File: src/rtl/rate_fit_pkg.sv
package rate_fit_pkg;
  localparam int NSRC     = 3;   // reference, first PLL, second PLL
  localparam int NPRE     = 3;   // factors 4, 5, 6
  localparam int PRE_BASE = 4;   // doubled predivider 2.0

  typedef enum logic [2:0] {
    ST_IDLE,
    ST_QGO,
    ST_QWAIT,
    ST_AGO,
    ST_AWAIT,
    ST_NEXT,
    ST_DONE
  } fit_state_e;
endpackage

File: src/rtl/rate_fit_udiv.sv
module rate_fit_udiv #(
  parameter int W = 40
) (
  input  logic         clk,
  input  logic         rst_n,
  input  logic         go,
  input  logic [W-1:0] dvd,
  input  logic [W-1:0] dvs,
  output logic         busy,
  output logic         fin,
  output logic [W-1:0] quot
);
  localparam int CW = $clog2(W + 1);

  logic [CW-1:0] cnt;
  logic [W-1:0]  rem, acc, dvs_q, dvd_q;
  logic          run;

  // one restoring step: bring down the next dividend bit, try to subtract
  logic [W:0] shifted;
  logic       step_ge;
  logic [W:0] step_diff;
  assign shifted   = {rem, acc[W-1]};
  assign step_ge   = shifted >= {1'b0, dvs_q};
  assign step_diff = shifted - {1'b0, dvs_q};

  always_ff @(posedge clk) begin
    if (!rst_n) begin
      cnt   <= '0;
      rem   <= '0;
      acc   <= '0;
      dvs_q <= '0;
      dvd_q <= '0;
      run   <= 1'b0;
      fin   <= 1'b0;
    end else begin
      fin <= 1'b0;
      if (go && !run) begin
        acc   <= dvd;
        dvd_q <= dvd;
        dvs_q <= dvs;
        rem   <= '0;
        cnt   <= CW'(W);
        run   <= 1'b1;
      end else if (run) begin
        rem <= step_ge ? step_diff[W-1:0] : shifted[W-1:0];
        acc <= {acc[W-2:0], step_ge};
        cnt <= cnt - 1'b1;
        if (cnt == CW'(1)) begin
          run <= 1'b0;
          fin <= 1'b1;
        end
      end
    end
  end

  assign busy = run;
  assign quot = acc;

  // the quotient is a floor: q*d <= n and the remainder is below d
  assert_quot_floor_R4: assert property (@(posedge clk) disable iff (!rst_n)
    (fin && dvs_q != '0) |->
      (({{W{1'b0}}, quot} * {{W{1'b0}}, dvs_q}) <= {{W{1'b0}}, dvd_q}) && (rem < dvs_q));
endmodule

File: src/rtl/rate_fit_best.sv
module rate_fit_best #(
  parameter int FREQ_W = 32,
  parameter int DIVQ_W = 7
) (
  input  logic              clk,
  input  logic              rst_n,
  input  logic              clear,
  input  logic              offer,
  input  logic [FREQ_W-1:0] target,
  input  logic [1:0]        cand_src,
  input  logic [1:0]        cand_pidx,
  input  logic [DIVQ_W-1:0] cand_div,
  input  logic [FREQ_W-1:0] cand_rate,
  output logic              found,
  output logic [1:0]        best_src,
  output logic [1:0]        best_pidx,
  output logic [DIVQ_W-1:0] best_div,
  output logic [FREQ_W-1:0] best_rate
);
  function automatic logic [FREQ_W-1:0] abs_diff(input logic [FREQ_W-1:0] a,
                                                 input logic [FREQ_W-1:0] b);
    return (a > b) ? (a - b) : (b - a);
  endfunction

  logic [FREQ_W-1:0] best_err;
  logic [FREQ_W-1:0] cand_err;
  logic              best_take;   // a candidate replaces the kept one

  assign cand_err  = abs_diff(cand_rate, target);
  assign best_take = offer && (!found || (cand_err < best_err));

  always_ff @(posedge clk) begin
    if (!rst_n || clear) begin
      found     <= 1'b0;
      best_src  <= '0;
      best_pidx <= '0;
      best_div  <= '0;
      best_rate <= '0;
      best_err  <= '0;
    end else if (best_take) begin
      found     <= 1'b1;
      best_src  <= cand_src;
      best_pidx <= cand_pidx;
      best_div  <= cand_div;
      best_rate <= cand_rate;
      best_err  <= cand_err;
    end
  end

  // an equal or worse error never displaces the kept candidate
  assert_tie_keeps_first_R6: assert property (@(posedge clk) disable iff (!rst_n)
    (offer && !clear && found && cand_err >= best_err) |=>
      ($stable(best_div) && $stable(best_src) && $stable(best_pidx) && $stable(best_rate)));

  // the first valid candidate is always taken
  assert_first_taken_R6: assert property (@(posedge clk) disable iff (!rst_n)
    (offer && !clear && !found) |=> (found && best_rate == $past(cand_rate)));
endmodule

File: src/rtl/rate_fit_search.sv
module rate_fit_search
  import rate_fit_pkg::*;
#(
  parameter int FREQ_W = 32,
  parameter int CALC_W = 40,
  parameter int DIVQ_W = 7,
  parameter int DIV_LO = 2,
  parameter int DIV_HI = 127
) (
  input  logic              clk,
  input  logic              rst_n,
  input  logic              start,
  input  logic [FREQ_W-1:0] req_rate,
  input  logic [FREQ_W-1:0] ref_rate,
  input  logic [FREQ_W-1:0] pll_a_rate,
  input  logic [FREQ_W-1:0] pll_b_rate,
  output logic              busy,
  output logic              done,
  output logic              found,
  output logic              sel_pll,
  output logic              sel_pll_b,
  output logic [1:0]        pre_code,
  output logic [DIVQ_W-1:0] div_val,
  output logic [FREQ_W-1:0] achieved
);
  localparam int LAST_SRC = NSRC - 1;
  localparam int LAST_PRE = NPRE - 1;

  function automatic logic [FREQ_W-1:0] limit_req(input logic [FREQ_W-1:0] req,
                                                  input logic [FREQ_W-1:0] a,
                                                  input logic [FREQ_W-1:0] b,
                                                  input logic [FREQ_W-1:0] c);
    logic [FREQ_W-1:0] top;
    top = a >> 2;
    if ((b >> 2) > top) top = b >> 2;
    if ((c >> 2) > top) top = c >> 2;
    return (req < top) ? req : top;
  endfunction

  function automatic logic [2:0] pre_factor(input logic [1:0] pidx);
    return 3'(PRE_BASE) + {1'b0, pidx};
  endfunction

  fit_state_e        state;
  logic [FREQ_W-1:0] rate_q;
  logic [FREQ_W-1:0] src_q [NSRC];
  logic [FREQ_W-1:0] src_in [NSRC];
  logic [1:0]        s_idx, p_idx;
  logic [DIVQ_W-1:0] div_q;

  logic              start_acc;      // accepted start
  logic              last_cand;      // final source/factor pair
  logic              cand_in_range;  // divider within limits
  logic              cand_offer;     // achieved rate ready for judging
  logic [2:0]        factor;
  logic [FREQ_W-1:0] cur_src;

  logic              div_go, div_busy, div_fin;
  logic [CALC_W-1:0] div_dvd, div_dvs, div_quot;

  assign start_acc = (state == ST_IDLE) && start;
  assign src_in[0] = ref_rate;
  assign src_in[1] = pll_a_rate;
  assign src_in[2] = pll_b_rate;

  for (genvar g = 0; g < NSRC; g++) begin : g_src
    always_ff @(posedge clk) begin
      if (!rst_n)         src_q[g] <= '0;
      else if (start_acc) src_q[g] <= src_in[g];
    end
  end

  assign factor        = pre_factor(p_idx);
  assign cur_src       = src_q[s_idx];
  assign last_cand     = (s_idx == 2'(LAST_SRC)) && (p_idx == 2'(LAST_PRE));
  assign cand_in_range = (div_quot >= CALC_W'(DIV_LO)) && (div_quot <= CALC_W'(DIV_HI));
  assign cand_offer    = (state == ST_AWAIT) && div_fin;

  // both divisions share the doubled source as dividend
  assign div_go  = (state == ST_QGO) || (state == ST_AGO);
  assign div_dvd = CALC_W'({cur_src, 1'b0});
  assign div_dvs = (state == ST_QGO) ? (CALC_W'(rate_q) * CALC_W'(factor))
                                     : (CALC_W'(factor) * CALC_W'(div_q));

  rate_fit_udiv #(.W(CALC_W)) u_div (
    .clk   (clk),
    .rst_n (rst_n),
    .go    (div_go),
    .dvd   (div_dvd),
    .dvs   (div_dvs),
    .busy  (div_busy),
    .fin   (div_fin),
    .quot  (div_quot)
  );

  always_ff @(posedge clk) begin
    if (!rst_n) begin
      state  <= ST_IDLE;
      rate_q <= '0;
      s_idx  <= '0;
      p_idx  <= '0;
      div_q  <= '0;
    end else begin
      case (state)
        ST_IDLE: if (start) begin
          rate_q <= limit_req(req_rate, ref_rate, pll_a_rate, pll_b_rate);
          s_idx  <= '0;
          p_idx  <= '0;
          state  <= ST_QGO;
        end
        ST_QGO:   state <= ST_QWAIT;
        ST_QWAIT: if (div_fin) begin
          if (cand_in_range) begin
            div_q <= div_quot[DIVQ_W-1:0];
            state <= ST_AGO;
          end else begin
            state <= ST_NEXT;
          end
        end
        ST_AGO:   state <= ST_AWAIT;
        ST_AWAIT: if (div_fin) state <= ST_NEXT;
        ST_NEXT: begin
          if (last_cand) begin
            state <= ST_DONE;
          end else begin
            if (p_idx == 2'(LAST_PRE)) begin
              p_idx <= '0;
              s_idx <= s_idx + 1'b1;
            end else begin
              p_idx <= p_idx + 1'b1;
            end
            state <= ST_QGO;
          end
        end
        ST_DONE:  state <= ST_IDLE;
        default:  state <= ST_IDLE;
      endcase
    end
  end

  logic [1:0] best_src, best_pidx;

  rate_fit_best #(.FREQ_W(FREQ_W), .DIVQ_W(DIVQ_W)) u_best (
    .clk       (clk),
    .rst_n     (rst_n),
    .clear     (start_acc),
    .offer     (cand_offer),
    .target    (rate_q),
    .cand_src  (s_idx),
    .cand_pidx (p_idx),
    .cand_div  (div_q),
    .cand_rate (div_quot[FREQ_W-1:0]),
    .found     (found),
    .best_src  (best_src),
    .best_pidx (best_pidx),
    .best_div  (div_val),
    .best_rate (achieved)
  );

  assign busy      = (state != ST_IDLE);
  assign done      = (state == ST_DONE);
  assign sel_pll   = found && (best_src != 2'd0);
  assign sel_pll_b = found && (best_src == 2'd2);
  assign pre_code  = found ? (best_pidx + 2'd1) : 2'd0;

  // the end pulse lasts one cycle
  assert_done_single_R9: assert property (@(posedge clk) disable iff (!rst_n)
    done |=> !done);

  // a running search is not cut short by anything at the ports
  assert_start_ignored_R1: assert property (@(posedge clk) disable iff (!rst_n)
    (busy && !done) |=> busy);

  // a reported winner has a divider inside the allowed span
  assert_found_div_range_R4: assert property (@(posedge clk) disable iff (!rst_n)
    (done && found) |-> (div_val >= DIVQ_W'(DIV_LO) && div_val <= DIVQ_W'(DIV_HI)));

  // an empty search reports zeros
  assert_empty_zero_R8: assert property (@(posedge clk) disable iff (!rst_n)
    (done && !found) |-> (achieved == '0 && div_val == '0 && pre_code == 2'd0));

  // a winner always carries a nonzero predivider code
  assert_code_range_R7: assert property (@(posedge clk) disable iff (!rst_n)
    (done && found) |-> (pre_code != 2'd0));

  // the division never runs while the engine is idle
  assert_div_idle_R2: assert property (@(posedge clk) disable iff (!rst_n)
    (state == ST_IDLE) |-> !div_busy);
endmodule

File: config.mk
export PLATFORM = sky130hd
export DESIGN_NAME = rate_fit_search
export DESIGN_NICKNAME = d
export VERILOG_FILES = /design/src/rtl/rate_fit_pkg.sv /design/src/rtl/rate_fit_udiv.sv /design/src/rtl/rate_fit_best.sv /design/src/rtl/rate_fit_search.sv
export SDC_FILE = /design/constraint.sdc
export NUM_CORES = 1
export LEC_CHECK = 0
export ABC_AREA = 0
export BUFFER_PORTS_ARGS = -buffer_cell sky130_fd_sc_hd__buf_2
export CAP_MARGIN = 20
export CORE_MARGIN = 2
export CORE_UTILIZATION = 55
export CTS_CLUSTER_DIAMETER = 200
export DETAILED_ROUTE_END_ITERATION = 7
export GPL_TIMING_DRIVEN = 1
export PLACE_DENSITY = 0.76
export REMOVE_ABC_BUFFERS = 1
export SYNTH_ARGS = -nofsm -noshare
export SYNTH_HDL_FRONTEND = slang
export SYNTH_SLANG_ARGS = --single-unit
File: constraint.sdc
create_clock -name clk -period 9.15 [get_ports clk]
set_clock_uncertainty 0.15 [all_clocks]
set_input_delay 1.83 -clock clk [delete_from_list [all_inputs] [get_ports clk]]
set_output_delay 1.83 -clock clk [all_outputs]
set_load 0.01 [all_outputs]
==> flow_metrics.tcl <==
set metrics [dict create \
    numCtsBuffers 40 \
    finalPower_mw 7.230 \
    drc_errors 0 \
    start_util_pct 55.60 \
    async_reset_ff_share_pct 0 \
    vias 23400 \
    final_cells 3824 \
    portBuffers 176 \
    die_h_um 220.5 \
    peakVddDrop_v 0.0001797 \
    grt_use_total_pct 31.26 \
    grt_pass1_vias 22570 \
    synth.yosys.seq_area_share_pct 30.37 \
    layout.nets 3619 \
    netlist.area_leader.share_pct 19.18 \
    dieArea_mm2 0.04861 \
    rsz0062_at_grt "no" \
    core_area_mm2 0.04636 \
    ios 177 \
    drv_slew 0 \
    drt-total-wl_um 76630 \
    yosysWarnings 0 \
    post-place-ws_ns -0.1982 \
    crit_fanout 59 \
    crit_required_ns 9.42 \
    dp_hpwl_um 57980 \
    syn_area_per_cell_um2 8.272 \
    fillers 4052 \
    worstSetupStartpointType "primary input" \
    leakage_nw 13.14 \
    grt-ovfl-total 0 \
    clkSlewWorstSetupHoldPaths_ns 0.07 \
    cts_tree "yes" \
    clock_sinks 343 \
    synth_area_mm2 0.02577 \
    cp_slowest_cell "or4_1" \
    cp-end-kind "register" \
    ys.flop_type "dfxtp_1" \
    stdcell_area_mm2 0.02849 \
    cts_buffer_depth 3 \
    setup_viol 0 \
    setup_ws_ns 0.3855 \
    fmax_mhz 114.1 \
    area_growth_pct 10.52 \
    first_pass_iters 6 \
    place_inst 3746 \
    final_core_util_pct 61.45 \
    slowest_delay_ns 0.55 \
    min_path_type "reg -> reg" \
    ff2ff_setup_slack_ns 1.42 \
    synth_area_leader_cell "dfxtp_1" \
    p_per_area_mw_per_mm2 253.8 \
    finalCritPeriodShare_pct 95.79 \
    finalCriticalPeriod_ns 8.765 \
    setup_tns_ns 0 \
    insertion_delay_ns 0.58 \
    wire_per_inst_um 20.04 \
    cts_root_buf "clkbuf_16" \
    grt_max_degree 133 \
    rows 79 \
    status "completed" \
    syn_inst 3116 \
    grt_pass1_wl_um 120400 \
    antenna_found_initial 3 \
    crit_type "in -> reg" \
    worst_slew_pin_slew_ns 0.9332 \
    synthDistinctLibCells 70 \
    max_slew_margin_pct 37.65 \
    ys_seq_elements 343 \
    hold_viol 0 \
    drive_gt1_share_pct 9.453 \
    htree_levels 2 \
    synth_edf_count 96 \
    layout_commonest_cell "nor2_1" \
    final_cell_mix "303 x nor2_1, 270 x a21oi_1, 264 x ha_1" \
    drtIter0Drc 1891 \
    gp_congestion 1.008 \
    whs_ns 0.3187 \
    arrival_ns 9.03 \
    maxCapViolations 0 \
    placed_cell_area_mm2 0.02702 \
    ant_nets 0 \
    synthTopCellsByArea "dfxtp_1 19%, ha_1 13%, edfxtp_1 11%, a21oi_1 5.2%, nor2_1 4.4%" \
    dieWidth_um 220.5 \
    vias_per_cell 6.119 \
]
-- logic make-up (layout without fill, tap and decap cells) --
family,after synthesis,count (layout),share of synthesized area [%]
other,0,1,0
adders and majority gates,304,304,15.92
xor gates and xnor gates,92,92,3.126
buffers and inverters,402,502,5.956
muxes,115,115,4.495
and+or+nand+nor,1008,1008,19.46
AOI/OAI and AO/OA,852,852,20.67
DFF,343,343,30.37
-- area by class of cell --
type,instances,area [µm²],share of cell area [%]
clock inverter,15,151.4,0.5315
multi-input combinational,2371,16460,57.79
sequential,343,7834,27.50
tap,607,759.5,2.666
timing repair buffer,209,1212,4.256
inverter,219,827.0,2.903
antenna,1,2.502,0.008785
clock buffer,59,1236,4.340
-- worst paths after layout --
check | startpoint | end | cells past startpoint
worst max register to register | u_div.quot[0]$_SDFFE_PP0P_ | u_best.best_err[0]$_SDFFE_PP0P_ | 27
worst max-delay path | ref_rate[30] | rate_q[0]$_SDFFE_PN0P_ | 31
worst min-delay path | u_best.best_err[0]$_SDFFE_PP0P_ | u_best.best_err[0]$_SDFFE_PP0P_ | 2
worst min register to register | u_best.best_err[0]$_SDFFE_PP0P_ | u_best.best_err[0]$_SDFFE_PP0P_ | 2
-- synthesized netlist by cell type, types with 5 or more instances --
master       n
o22ai_1      5
a21o_1     105
nor4b_1      6
nand2b_1    22
nor3_1      93
nand3_1     45
o211ai_1    19
a21boi_0    10
nor3b_1      5
and4_1       6
xor2_1      37
a22o_1       5
o2111ai_1    5
fa_1        40
o21a_1      13
buf_1       14
or2_2        6
a21oi_1    270
edfxtp_1    96
or4_1        6
o31ai_1      8
ha_1       264
o21bai_1    30
nor2_1     303
clkbuf_1   152
xnor2_1     55
nor2b_1     28
mux2i_1    109
a221oi_1     7
o211a_1     10
nand3b_1     8
nand4_1     43
a211oi_1    97
or3_1       12
a311oi_1    15
mux2_2       6
dfxtp_1    247
o21ai_0    190
and3_1     140
inv_1      218
nor4_1      15
buf_2       15
a31oi_1     24
and2_1      92
nand2_1    172
-- state kept, by name (all words and copies together) (netlist names), named ones only --
name and count:
src_q 96, u_div.quot 40, u_div.rem 40, u_div.dvs_q 35
rate_q 32, u_best.best_err 32, u_best.best_rate 32, div_q 7
u_best.best_div 7, u_div.cnt 6, state 3, p_idx 2
s_idx 2, u_best.best_pidx 2, u_best.best_src 2, u_best.found 1
u_div.busy 1, u_div.fin 1
-- worst max-delay path, delay by kind of cell --
kind | cells | cell delay, ns
buffers and inverters | 6 | 1.19
multiplexers | 2 | 0.69
AND/OR/NAND/NOR | 13 | 3.35
adder cells (fa/ha/maj) | 3 | 0.79
AO/OA/AOI/OAI | 7 | 1.17
-- power by group --
part / leakage [nW] / internal (mW) / total, mW / switching (mW)
logic: 9.42 / 1.42 / 3.65 / 2.23
clock network: 0.678 / 0.997 / 1.68 / 0.685
registers: 3.05 / 1.73 / 1.89 / 0.168
-- timing repair --
item / CTS / global route
setup endpoints to repair: 0 / 30
hold buffers: 0 / 0
setup buffers: 0 / 0
resized for setup: 0 / 2
-- layer usage --
metal / vias to the layer above / GRT usage, % / wire length, µm
li1: 11290 / - / -
met1: 11120 / 41.83 / 33460
met2: 824 / 50.14 / 34490
met3: 161 / 6.158 / 5838
met4: 6 / 11.39 / 2799
met5: - / 0 / 41
Power figures use the tool's default switching activity.
